File: src/rtl/synth_chan_seq.sv
module synth_chan_seq #(
  parameter int HALF_DIV   = 4,
  parameter int GAP        = 2,
  parameter int CH_W       = 5,
  parameter int VAL_W      = 18,
  parameter int ADR_W      = 4,
  parameter int N_BASE     = 2033,
  parameter int N_STEP     = 5,
  parameter int SPECIAL_CH = 14,
  parameter int SPECIAL_N  = 2110,
  parameter logic [VAL_W-1:0] MAIN_VAL = 18'h00008,
  parameter logic [VAL_W-1:0] PWR_VAL  = 18'h00003,
  parameter logic [VAL_W-1:0] PDG_VAL  = 18'h00000,
  parameter logic [VAL_W-1:0] IFN_VAL  = 18'd1496,
  parameter logic [VAL_W-1:0] RFR_VAL  = 18'd44,
  parameter logic [VAL_W-1:0] IFR_VAL  = 18'd44,
  parameter logic [ADR_W-1:0] MAIN_ADR = 4'd0,
  parameter logic [ADR_W-1:0] PWR_ADR  = 4'd2,
  parameter logic [ADR_W-1:0] PDG_ADR  = 4'd1,
  parameter logic [ADR_W-1:0] RFN_ADR  = 4'd4,
  parameter logic [ADR_W-1:0] IFN_ADR  = 4'd5,
  parameter logic [ADR_W-1:0] RFR_ADR  = 4'd7,
  parameter logic [ADR_W-1:0] IFR_ADR  = 4'd8
) (
  input  logic            clk,
  input  logic            rst_n,
  input  logic            start_i,
  input  logic [CH_W-1:0] chan_i,
  output logic            busy_o,
  output logic            done_o,
  output logic            sclk_o,
  output logic            sen_n_o,
  output logic            sdata_o
);

  localparam int FRAME_W = VAL_W + ADR_W;
  localparam int NREG    = 7;
  localparam int DIV_W   = $clog2(HALF_DIV + 1);
  localparam int GAP_W   = $clog2(GAP + 1);
  localparam int BIT_W   = $clog2(FRAME_W + 1);
  localparam int IDX_W   = $clog2(NREG + 1);

  typedef enum logic [2:0] {S_IDLE, S_LOAD, S_SHIFT, S_GAP, S_DONE} state_t;

  state_t             state;
  logic [CH_W-1:0]    chan_q;
  logic [IDX_W-1:0]   idx;
  logic [FRAME_W-1:0] shreg;
  logic [DIV_W-1:0]   divcnt;
  logic [GAP_W-1:0]   gapcnt;
  logic [BIT_W-1:0]   bitcnt;
  logic [VAL_W-1:0]   rfn;
  logic [FRAME_W-1:0] frame;

  assign rfn = (chan_q == CH_W'(SPECIAL_CH)) ? VAL_W'(SPECIAL_N)
             : VAL_W'(N_BASE) + VAL_W'(N_STEP) * VAL_W'(chan_q);

  always_comb begin
    case (idx)
      IDX_W'(0): frame = {MAIN_VAL, MAIN_ADR};
      IDX_W'(1): frame = {PWR_VAL,  PWR_ADR};
      IDX_W'(2): frame = {PDG_VAL,  PDG_ADR};
      IDX_W'(3): frame = {rfn,      RFN_ADR};
      IDX_W'(4): frame = {IFN_VAL,  IFN_ADR};
      IDX_W'(5): frame = {RFR_VAL,  RFR_ADR};
      default:   frame = {IFR_VAL,  IFR_ADR};
    endcase
  end

  assign busy_o  = (state != S_IDLE);
  assign done_o  = (state == S_DONE);
  assign sen_n_o = (state != S_SHIFT);
  assign sdata_o = (state == S_SHIFT) & shreg[FRAME_W-1];

  always_ff @(posedge clk or negedge rst_n) begin
    if (!rst_n) begin
      state  <= S_IDLE;
      chan_q <= '0;
      idx    <= '0;
      shreg  <= '0;
      divcnt <= '0;
      gapcnt <= '0;
      bitcnt <= '0;
      sclk_o <= 1'b0;
    end else begin
      case (state)
        S_IDLE: if (start_i) begin
          chan_q <= chan_i;
          idx    <= '0;
          state  <= S_LOAD;
        end
        S_LOAD: begin
          shreg  <= frame;
          divcnt <= '0;
          bitcnt <= '0;
          sclk_o <= 1'b0;
          state  <= S_SHIFT;
        end
        S_SHIFT: begin
          if (divcnt == DIV_W'(HALF_DIV - 1)) begin
            divcnt <= '0;
            if (!sclk_o) begin
              sclk_o <= 1'b1;
            end else begin
              sclk_o <= 1'b0;
              if (bitcnt == BIT_W'(FRAME_W - 1)) begin
                gapcnt <= '0;
                state  <= S_GAP;
              end else begin
                bitcnt <= bitcnt + 1'b1;
                shreg  <= shreg << 1;
              end
            end
          end else begin
            divcnt <= divcnt + 1'b1;
          end
        end
        S_GAP: begin
          if (gapcnt == GAP_W'(GAP - 1)) begin
            if (idx == IDX_W'(NREG - 1)) begin
              state <= S_DONE;
            end else begin
              idx   <= idx + 1'b1;
              state <= S_LOAD;
            end
          end else begin
            gapcnt <= gapcnt + 1'b1;
          end
        end
        default: state <= S_IDLE;
      endcase
    end
  end


  idle_lines_chk: assert property (@(posedge clk) disable iff (!rst_n)
    sen_n_o |-> (!sclk_o && !sdata_o));


  data_setup_chk: assert property (@(posedge clk) disable iff (!rst_n)
    (!sen_n_o && !$stable(sdata_o)) |-> !sclk_o);


  enable_gap_chk: assert property (@(posedge clk) disable iff (!rst_n)
    $rose(sen_n_o) |=> sen_n_o);


  done_pulse_chk: assert property (@(posedge clk) disable iff (!rst_n)
    done_o |=> !done_o);


  done_idle_chk: assert property (@(posedge clk) disable iff (!rst_n)
    done_o |-> (sen_n_o && busy_o));


  chan_hold_chk: assert property (@(posedge clk) disable iff (!rst_n)
    (busy_o && $past(busy_o)) |-> $stable(chan_q));

endmodule

File: config.mk
export PLATFORM = sky130hd
export DESIGN_NAME = synth_chan_seq
export DESIGN_NICKNAME = d
export VERILOG_FILES = /design/src/rtl/synth_chan_seq.sv
export SDC_FILE = /design/constraint.sdc
export NUM_CORES = 1
export LEC_CHECK = 0
export BUFFER_PORTS_ARGS = -buffer_cell sky130_fd_sc_hd__buf_4
export CORE_MARGIN = 3
export CORE_UTILIZATION = 58
export CTS_BUF_LIST = sky130_fd_sc_hd__clkbuf_4 sky130_fd_sc_hd__clkbuf_8
export CTS_CLUSTER_DIAMETER = 40
export DETAILED_ROUTE_END_ITERATION = 6
export PLACE_DENSITY_LB_ADDON = 0.05
export SKIP_LAST_GASP = 1
export SYNTH_ARGS = -nofsm -noshare
export SYNTH_HDL_FRONTEND = slang
export SYNTH_SLANG_ARGS = --single-unit
File: constraint.sdc
create_clock -name clk -period 3.4 [get_ports clk]
set_input_delay 0.34 -clock clk [delete_from_list [all_inputs] [get_ports clk]]
set_output_delay 0.34 -clock clk [all_outputs]
set_load 0.02 [all_outputs]
==> impl_metrics.yaml <==
floorplan:
  coreArea_um2: 4170
  rows: 23
  initial_utilization_pct: 62.5
  die_area_um2: 5340
  die_x_um: 73.1
  ios: 13
  fp.dieH_um: 73.1
synth:
  synthTopCellsByArea: "dfrtp_1, ha_1, nand2_1"
  synthArstFlopShare_pct: 100
  ys_ff_latch: 44
  synth_edf_count: 0
  syn-cell-area_um2: 2610
  syn_inst: 286
  yosysUniqueCellTypes: 50
  netlist.area_leader.share_pct: 42.2
  synth_warnings: 0
  synth_fp_nets: 319
  synth_area_per_cell_um2: 9.13
  ys.flop_type: "dfrtp_1"
  yosysTopAreaCell: "dfrtp_1"
  ys_seq_area_share_pct: 42.2
route:
  viasPerCell: 5.77
  drc: 0
  antenna_left: 0
  first_pass_iters: 4
  vias: 1990
  drt_first_iter_violations: 116
  wire_per_inst_um: 14.4
  routed_wl_um: 4970
finish:
  fin_area_um2: 2830
  diodes: 0
  nets: 327
  fill_cells: 338
  syn2layout_area_growth_pct: 8.49
  drive_above_1_share_pct: 9.83
placement:
  pre_cts_slack_ns: 0.999
  numPortBuffers: 12
  dp_hpwl_um: 3490
  place_area_um2: 2720
  routabilityCongestion: 0.847
power_and_ir_drop:
  power_switching_uw: 1210
  intPower_uw: 1580
  p_seq_share_pct: 32.5
  pwr-share-comb_pct: 53.0
  cellPowerDensity_nw_per_um2: 983
  swShare_pct: 43.4
  p_clk_share_pct: 14.6
  p_leak_uw: 0.00134
  vdd_drop_max_uv: 561
timing:
  max_freq_mhz: 415
  worstMarginPinSlew_ns: 0.736
  fin_skew_ns: 0.00864
  setup_ws_ns: 0.989
  final_max_slew_viol_count: 0
  setup_viol: 0
  finalCritPeriodShare_pct: 70.9
  rsz0062_at_grt: "no"
  setup_tns_ns: 0
  holdWs_ns: 0.0123
  finalHoldViolations: 0
  period_minus_slack_ns: 2.41
  relSlewSlack_pct: 50.9
grt:
  grt_use_total_pct: 20.9
  grt_pass1_vias: 1899
  grt_overflow: 0
  grt_pass1_wl_um: 8780
  grt_antenna_before_repair: 0
  grt_max_degree: 45
critical_path:
  slowest_delay_ns: 0.42
  required_ns: 3.64
  crit_type: "reg2reg"
  crit_top_cell: "ha_1"
  crit_slowest_cell: "dfrtp_1"
  cp_max_fo: 4
  critPathCaptureType: "flip-flop"
  start_kind: "flip-flop"
  arrival_ns: 2.65
  ff2ff_path_depth: 8
  crit_path_cell_trace: "ha_1 > fa_1 > ha_1 > a21o_1 > a31oi_1 > nor2_1 > o221ai_1 > o22a_1"
status:
  status: "finished clean"
clocking:
  clkTransAtPathRegs_ns: 0.09
  cts-root-buf: "clkbuf_8"
  htreeDepth: 2
  cts_resized: 0
  cts_setup_buffers: 0
  clkSinkCount: 44
  cts_buffers: 5
  clock_latency_ns: 0.30
  cts_buffer_depth: 2
  cts_hold_buf: 0
  cts_tree: "built"
flow_run:
  cap_viol_max_count: 0
hold_path:
  hold_class: "in2async"
[area by class of cell]
cell class,count,area (µm²),share of cell area (%)
inverters,15,56.3,1.99
repair buffers,14,105,3.71
multi-input cells,214,1400,49.3
clock inverters,2,35.0,1.24
flip-flops and latches,44,1100,38.9
clock buffers,6,76.3,2.70
well taps,50,62.6,2.21
[power groups by stage]
stage                     Sequential [µW]  Clock (µW)  Combinational, µW
after floorplan                       850           0               1200
after global placement                907           0               1430
after detailed placement              914           0               1460
after CTS                             905         412               1480
after global routing                  941         432               1690
final                                 904         406               1470
[worst max-delay path: cells and delay by family, from the launching register on]
family / cells / cell delay, ns
AND/OR/NAND/NOR: 1 / 0.10
flip-flops: 1 / 0.42
adder cells (fa/ha/maj): 3 / 0.93
AO/OA/AOI/OAI: 4 / 0.90
[final timing paths]
check                      startpoint        end  slack (ns)
min                             rst_n  shreg[12]        0.01
min in group clk            chan_i[3]  chan_q[3]        0.24
max                         chan_q[1]  shreg[14]        0.99
min reg2reg                 shreg[16]  shreg[16]        0.47
max in group asynchronous       rst_n     idx[1]        3.01
max reg2reg                 chan_q[1]  shreg[14]        0.99
[Yosys cell counts (3+ instances only)]
master and number:
a31oi_1 4, nor2b_1 4, xnor2_1 5, nand3_1 15
o21ai_1 9, nor2_1 20, nand2_1 43, inv_1 15
ha_1 24, nor3_1 7, xor2_1 3, clkbuf_1 6
o21ai_0 17, a21o_1 4, dfrtp_1 44, a21oi_1 12
buf_2 7, o22ai_1 3
[cells in the final DEF, fill, tap and decap left out, types with 2 or more instances in the layout]
cell / instances
a21o_1: 4
o21ai_0: 17
nor2_1: 20
a311oi_1: 2
o22a_1: 2
nor2b_1: 4
nand2_1: 43
inv_1: 15
a21oi_1: 12
xor2_1: 3
nor3_1: 7
dfrtp_1: 44
clkbuf_8: 5
o21ai_1: 9
a31oi_1: 4
and3_1: 2
nand3_1: 15
o21bai_1: 2
or3_1: 2
a32o_1: 2
and2_1: 2
a22o_1: 2
nand4_1: 2
mux2i_1: 2
o22ai_1: 3
xnor2_1: 5
a2bb2oi_1: 2
ha_1: 24
nor3b_1: 2
buf_4: 14
[state kept, by name, summed over array words and instances (netlist names)]
name	count
divcnt	3
sclk_o	1
shreg	22
chan_q	5
gapcnt	2
bitcnt	5
idx	3
state	3
[cell families after synthesis]
logic type	count (synthesis)	synth area share, %
compound gates	70	17.1
flops	44	42.2
simple gates	108	20.2
xor+xnor	8	2.68
mux	3	1.20
buf+inv	28	4.36
fa+ha+maj	25	12.3
[metrics by stage]
step | utilization (%) | total power (µW) | instances
5_1_grt | 67.9 | 3060 | 345
4_1_cts | 67.9 | 2790 | 345
3_3_place_gp | 65.2 | 2340 | 337
2_1_floorplan | - | 2050 | 286
6_report | 67.9 | 2780 | 345
3_5_place_dp | 65.2 | 2370 | 337
[layer usage]
metal | up-vias | part of all wire (%) | GRT usage (%)
met4 | 0 | 0.54 | 5.53
met1 | 946 | 50 | 30.7
met5 | - | 0 | 0
met2 | 33 | 45 | 31.5
met3 | 2 | 4.5 | 4.13
li1 | 1009 | - | -
Note: power is estimated with default switching activity, not from simulation.
